**src/rtl/irq_arb_pkg.sv**
```systemverilog
package irq_arb_pkg;

   // Source selected for the next processor priority value.
   typedef enum logic [1:0] {
      PSRC_HOLD    = 2'd0,
      PSRC_RESTORE = 2'd1,
      PSRC_WRITE   = 2'd2,
      PSRC_ACCEPT  = 2'd3
   } prio_src_e;

   // Width needed to carry levels 0..n.
   function automatic int level_width(input int n);
      return (n < 1) ? 1 : $clog2(n + 1);
   endfunction

endpackage

```
**src/rtl/irq_lvl_pick.sv**
```systemverilog
module irq_lvl_pick
   import irq_arb_pkg::*;
#(
   parameter int NUM_LEVELS = 7,
   parameter int PW         = level_width(NUM_LEVELS)
) (
   input  logic [NUM_LEVELS-1:0] req,
   input  logic [PW-1:0]         cur_prio,
   input  logic                  ie,
   output logic                  win_valid,
   output logic [PW-1:0]         win_level,
   output logic [NUM_LEVELS-1:0] win_onehot
);

   logic [NUM_LEVELS-1:0] elig;

   // One comparator per line against its fixed level.
   for (genvar i = 0; i < NUM_LEVELS; i++) begin : g_elig
      localparam logic [PW-1:0] LINE_LVL = PW'(i + 1);
      assign elig[i] = req[i] & ie & (LINE_LVL > cur_prio);
   end

   // Highest eligible line wins.
   always_comb begin
      win_level = '0;
      for (int i = 0; i < NUM_LEVELS; i++) begin
         if (elig[i]) win_level = PW'(i + 1);
      end
   end

   assign win_valid = |elig;

   for (genvar i = 0; i < NUM_LEVELS; i++) begin : g_onehot
      assign win_onehot[i] = (win_level == PW'(i + 1));
   end

endmodule

```
**src/rtl/irq_prio_reg.sv**
```systemverilog
module irq_prio_reg
   import irq_arb_pkg::*;
#(
   parameter int PW         = 3,
   parameter int RESET_PRIO = 0
) (
   input  logic          clk,
   input  logic          rst_n,
   input  logic          restore,
   input  logic [PW-1:0] restore_prio,
   input  logic          sw_wr,
   input  logic          supervisor,
   input  logic [PW-1:0] wr_prio,
   input  logic          wr_ie,
   input  logic          accept,
   input  logic [PW-1:0] accept_level,
   output logic          update_busy,
   output logic [PW-1:0] cur_prio,
   output logic          int_en,
   output logic          priv_exc
);

   prio_src_e     src;
   logic [PW-1:0] prio_q;
   logic          ie_q;
   logic          exc_q;
   logic          sup_wr;

   assign sup_wr      = sw_wr & supervisor;
   assign update_busy = restore | sw_wr;

   // Restore beats a write; acceptance is only offered in quiet cycles.
   always_comb begin
      if (restore)     src = PSRC_RESTORE;
      else if (sup_wr) src = PSRC_WRITE;
      else if (accept) src = PSRC_ACCEPT;
      else             src = PSRC_HOLD;
   end

   always_ff @(posedge clk or negedge rst_n) begin
      if (!rst_n) begin
         prio_q <= PW'(RESET_PRIO);
         ie_q   <= 1'b0;
         exc_q  <= 1'b0;
      end else begin
         case (src)
            PSRC_RESTORE: prio_q <= restore_prio;
            PSRC_WRITE: begin
               prio_q <= wr_prio;
               ie_q   <= wr_ie;
            end
            PSRC_ACCEPT:  prio_q <= accept_level;
            default:      prio_q <= prio_q;
         endcase
         exc_q <= sw_wr & ~supervisor;
      end
   end

   assign cur_prio = prio_q;
   assign int_en   = ie_q;
   assign priv_exc = exc_q;

endmodule

```
**src/rtl/irq_ack_ctrl.sv**
```systemverilog
module irq_ack_ctrl #(
   parameter int NUM_LEVELS = 7,
   parameter int PW         = 3
) (
   input  logic                  clk,
   input  logic                  rst_n,
   input  logic                  accept,
   input  logic [NUM_LEVELS-1:0] win_onehot,
   input  logic [NUM_LEVELS-1:0] irq_req,
   output logic [NUM_LEVELS-1:0] ack,
   output logic                  ack_busy,
   output logic [PW-1:0]         ack_level
);

   logic [NUM_LEVELS-1:0] ack_q;
   logic                  still_req;

   assign still_req = |(ack_q & irq_req);

   always_ff @(posedge clk or negedge rst_n) begin
      if (!rst_n)         ack_q <= '0;
      else if (accept)    ack_q <= win_onehot;
      else if (!still_req) ack_q <= '0;
   end

   always_comb begin
      ack_level = '0;
      for (int i = 0; i < NUM_LEVELS; i++) begin
         if (ack_q[i]) ack_level = PW'(i + 1);
      end
   end

   assign ack      = ack_q;
   assign ack_busy = |ack_q;

endmodule

```
**src/rtl/irq_level_arbiter.sv**
```systemverilog
module irq_level_arbiter
   import irq_arb_pkg::*;
#(
   parameter int NUM_LEVELS = 7,
   parameter int RESET_PRIO = 0,
   parameter int PW         = level_width(NUM_LEVELS)
) (
   input  logic                  clk,
   input  logic                  rst_n,
   input  logic [NUM_LEVELS-1:0] irq_req,
   input  logic                  cpu_ready,
   output logic [NUM_LEVELS-1:0] irq_ack,
   output logic [PW-1:0]         ack_level,
   input  logic                  sw_wr,
   input  logic                  supervisor,
   input  logic [PW-1:0]         wr_prio,
   input  logic                  wr_ie,
   output logic                  priv_exc,
   input  logic                  restore,
   input  logic [PW-1:0]         restore_prio,
   output logic [PW-1:0]         cur_prio,
   output logic                  int_en
);

   // Elaboration-time parameter checks.
   if (NUM_LEVELS < 1 || NUM_LEVELS > 64) begin : g_bad_levels
      $error("irq_level_arbiter: NUM_LEVELS must lie in 1..64");
   end
   if (RESET_PRIO < 0 || RESET_PRIO > NUM_LEVELS) begin : g_bad_reset
      $error("irq_level_arbiter: RESET_PRIO out of range");
   end
   if (PW < level_width(NUM_LEVELS)) begin : g_bad_pw
      $error("irq_level_arbiter: PW too narrow for NUM_LEVELS");
   end

   logic                  win_valid;
   logic [PW-1:0]         win_level;
   logic [NUM_LEVELS-1:0] win_onehot;
   logic                  ack_busy;
   logic                  update_busy;
   logic                  accept;

   irq_lvl_pick #(.NUM_LEVELS(NUM_LEVELS), .PW(PW)) u_pick (
      .req        (irq_req),
      .cur_prio   (cur_prio),
      .ie         (int_en),
      .win_valid  (win_valid),
      .win_level  (win_level),
      .win_onehot (win_onehot)
   );

   assign accept = win_valid & cpu_ready & ~ack_busy & ~update_busy;

   irq_prio_reg #(.PW(PW), .RESET_PRIO(RESET_PRIO)) u_prio (
      .clk          (clk),
      .rst_n        (rst_n),
      .restore      (restore),
      .restore_prio (restore_prio),
      .sw_wr        (sw_wr),
      .supervisor   (supervisor),
      .wr_prio      (wr_prio),
      .wr_ie        (wr_ie),
      .accept       (accept),
      .accept_level (win_level),
      .update_busy  (update_busy),
      .cur_prio     (cur_prio),
      .int_en       (int_en),
      .priv_exc     (priv_exc)
   );

   irq_ack_ctrl #(.NUM_LEVELS(NUM_LEVELS), .PW(PW)) u_ack (
      .clk        (clk),
      .rst_n      (rst_n),
      .accept     (accept),
      .win_onehot (win_onehot),
      .irq_req    (irq_req),
      .ack        (irq_ack),
      .ack_busy   (ack_busy),
      .ack_level  (ack_level)
   );

endmodule

```
**config.mk**
```make
export PLATFORM = sky130hd
export DESIGN_NAME = irq_level_arbiter
export DESIGN_NICKNAME = d
export VERILOG_FILES = /design/src/rtl/irq_arb_pkg.sv /design/src/rtl/irq_lvl_pick.sv /design/src/rtl/irq_prio_reg.sv /design/src/rtl/irq_ack_ctrl.sv /design/src/rtl/irq_level_arbiter.sv
export SDC_FILE = /design/constraint.sdc
export NUM_CORES = 1
export LEC_CHECK = 0
export ABC_AREA = 1
export BUFFER_PORTS_ARGS = -buffer_cell sky130_fd_sc_hd__buf_4
export CORE_UTILIZATION = 47
export CTS_CLUSTER_DIAMETER = 30
export DETAILED_ROUTE_END_ITERATION = 10
export GPL_TIMING_DRIVEN = 1
export PLACE_DENSITY_LB_ADDON = 0.1
export SYNTH_ARGS = -nofsm -noshare
export SYNTH_HDL_FRONTEND = slang
export SYNTH_SLANG_ARGS = --single-unit
```
**constraint.sdc**
```tcl
create_clock -name clk -period 1.55 [get_ports clk]
set_input_delay 0 -clock clk [delete_from_list [all_inputs] [get_ports clk]]
set_output_delay 0 -clock clk [all_outputs]
set_load 0.01 [all_outputs]
```
==> impl_metrics.csv <==
group,metric,value,unit
run_status,status,"complete, but fails checks",
run_status,violations,"negative setup slack",
route,via_count,1129,
sta,worstMarginPinSlew,0.2993,ns
global_routing,overflow,0,
sta,slew_headroom,79.93,%
worst_setup_path,rrSetupSlack,-0.12,ns
floorplan,core,0.001745,sq mm
worst_setup_path,cp.required,1.72,ns
floorplan,chipWidth,45.20,um
route,drt_iter0_markers,24,
yosys,syn_area_per_cell,6.799,sq um
sta,slew_violations,0,
placed_design,pre_cts_ws,-0.05598,ns
layout,final_cell_mix,"48 x buf_4, 37 x nand2_1, 16 x inv_1, 9 x nand3_1, 8 x dfrtp_1",
global_routing,antenna_found_initial,0,
worst_setup_path,worst-path-max-fanout,8,
layout,diodes,0,
power,p_per_area,795.8,mW/mm^2
cts,cts_buffers,3,
cts,h-tree-depth,1,
power,leakage,0.0007456,uW
layout,final.fill_count,122,
sta,final-hold-violation-count,0,
global_routing,grt_pass1_vias,936,
floorplan,num_rows,15,
layout,finalNetCount,206,
route,wl_met3,246,um
worst_setup_path,r2r_start,"u_prio.int_en",
sta,setup_ws,-0.1164,ns
global_routing,grt_first_pass_wirelength,4119,um
yosys,syn_area,877.1,sq um
floorplan,start_util,50.25,%
yosys,synth_seq_cells,12,
cts,clock_latency,0.27,ns
cts,clock_path_buffers,2,
yosys,syn_inst,129,
yosys,synth-warning-count,0,
yosys,synth_cell_types,25,
route,wire_per_inst,14.64,um
route,top_layer_used,"met4",
cts,cts_tree,"done",
hold_path,min_from,"wr_prio[2]",
worst_setup_path,critPathCaptureType,"flip-flop",
yosys,synth_seq_area_share,34.24,%
layout,utilization,81.08,%
global_routing,grt_start_max_net_pins,13,
worst_setup_path,ff2ff_path_depth,11,
sta,post-route-period-util,107.5,%
worst_setup_path,start_kind,"flip-flop",
sta,grt_setup_unrepaired,"true",
route,drc,0,
cts,tritoncts_num_sinks,12,
flow_run,drv_cap,0,
power,irDropWorstVdd,0.6639,mV
layout,syn_to_final_growth,61.34,%
floorplan,dieArea,0.002043,sq mm
sta,max_freq,600.1,MHz
placed_design,hpwl,1997,um
layout,drive_gt1_share,44.32,%
route,totalWireLength,3074,um
global_routing,track_usage,28.36,%
placed_design,gp_congestion,0.8264,
hold_path,hp-class,"input port to flip-flop",
route,wl_met2,1573,um
route,wl_met1,1155,um
worst_setup_path,cp.arrival,1.83,ns
hold_path,min_to,"u_prio.cur_prio[2]",
floorplan,io-pin-count,35,
sta,period_minus_slack,1.666,ns
layout,layout_commonest_cell,"buf_4",
sta,setup_viol,8,
cts,path_clk_slew,0.08,ns
floorplan,die_height,45.20,um
hold_path,hold_path_depth,5,
route,ant_nets,0,
placed_design,placement.io_buffers,34,
worst_setup_path,worst-setup-path-type,"flip-flop to flip-flop",
yosys,syn_nets,149,
route,viasPerCell,5.376,
sta,finClkSkew,0.007937,ns
route,drt_pass1_iterations,4,
cts,root_buffer,"clkbuf_4",
worst_setup_path,r2r_end,"u_prio.cur_prio[0]",
[final cells by class]
type / count / area [sq um] / share of cell area (%)
clock buffers: 4 / 36.28 / 2.564
inverters: 19 / 71.32 / 5.040
multi-input cells: 98 / 570.5 / 40.32
flip-flops and latches: 12 / 305.3 / 21.57
well taps: 25 / 31.28 / 2.210
repair buffers: 52 / 400.4 / 28.29
[critical path: stages, from the launching register on]
cell,delay [ns]
dfrtp_2,0.46
nand2_1,0.09
clkinv_1,0.10
nand2_2,0.10
nand2_4,0.08
nor2_4,0.11
nand2_2,0.06
nand2_4,0.10
nand3_4,0.09
or2_0,0.24
nand2_1,0.07
inv_1,0.05
[routing by layer]
layer  GRT usage (%)  vias up
met5               0        -
met4           11.52        0
met3           1.200       12
met2           46.38       67
met1           39.29      519
li1                -      531
[flip-flops by register name (all words and copies together) (netlist names)]
name and flops:
u_prio.int_en 1, u_prio.priv_exc 1, u_prio.cur_prio 3, u_ack.ack 7
[power by group]
| group | internal (uW) | total [uW] | switching, uW |
|---|---|---|---|
| sequential | 341 | 386 | 44.6 |
| combinational | 208 | 497 | 289 |
| clock | 142 | 244 | 101 |
| total | 692 | 1130 | 435 |
[repair_timing]
item	in CTS	in global routing
pin swaps	0	10
setup endpoints to repair	2	10
hold buffers	4	0
setup buffers	0	5
gates resized for setup	7	14
hold endpoints to repair	14	0
[worst max path at each step]
stage,cells past startpoint,from,to,slack [ns]
after floorplan,11,u_prio.int_en,u_prio.cur_prio[0],0.07
after global placement,11,u_prio.int_en,u_prio.cur_prio[0],-0.00003
after detailed placement,11,u_prio.int_en,u_prio.cur_prio[0],-0.06
after CTS,10,u_prio.cur_prio[2],u_prio.cur_prio[0],-0.03
after global routing,11,u_prio.int_en,u_prio.cur_prio[0],-0.18
final,11,u_prio.int_en,u_prio.cur_prio[0],-0.12
[cell usage after synthesis]
cell type	count	area (sq um)
o21ai_1	6	30.03
a21oi_1	2	10.01
a22o_1	1	8.760
o21ai_0	5	25.02
inv_1	17	63.81
inv_2	1	3.750
nand3_2	1	10.01
nor2_2	4	25.02
nor3_1	1	5.000
nand2_4	2	22.52
clkinv_1	1	3.750
dfrtp_1	12	300.3
nor2_1	9	33.78
a221oi_1	1	8.760
nand2_2	3	18.77
nand4_1	3	18.77
nand3_1	12	60.06
o211ai_1	1	7.510
o21ai_2	2	17.52
or2_1	1	6.260
o31ai_1	1	7.510
nand3_4	1	17.52
or2_0	1	6.260
nor3_4	1	16.27
nand2_1	40	150.1
[cells by family after synthesis]
group / synth area share (%)
buffers and inverters: 8.130
AO/OA/AOI/OAI: 13.13
AND/OR/NAND/NOR: 44.51
flip-flops: 34.24
[through the flow]
step | instances | power (uW) | area [sq um] | hold slack, ns | TNS (ns)
2_1_floorplan | 129 | 601.7 | 877.1 | -0.2956 | 0
3_5_place_dp | 197 | 768.0 | 1231 | -0.1548 | -0.05598
6_report | 210 | 1126 | 1415 | 0.05776 | -0.2710
3_3_place_gp | 197 | 757.8 | 1231 | -0.1555 | -0.00003031
5_1_grt | 210 | 1177 | 1415 | 0.08354 | -0.8917
4_1_cts | 205 | 1039 | 1328 | 0.03979 | -0.05069
(Power assumes the default switching activity.)
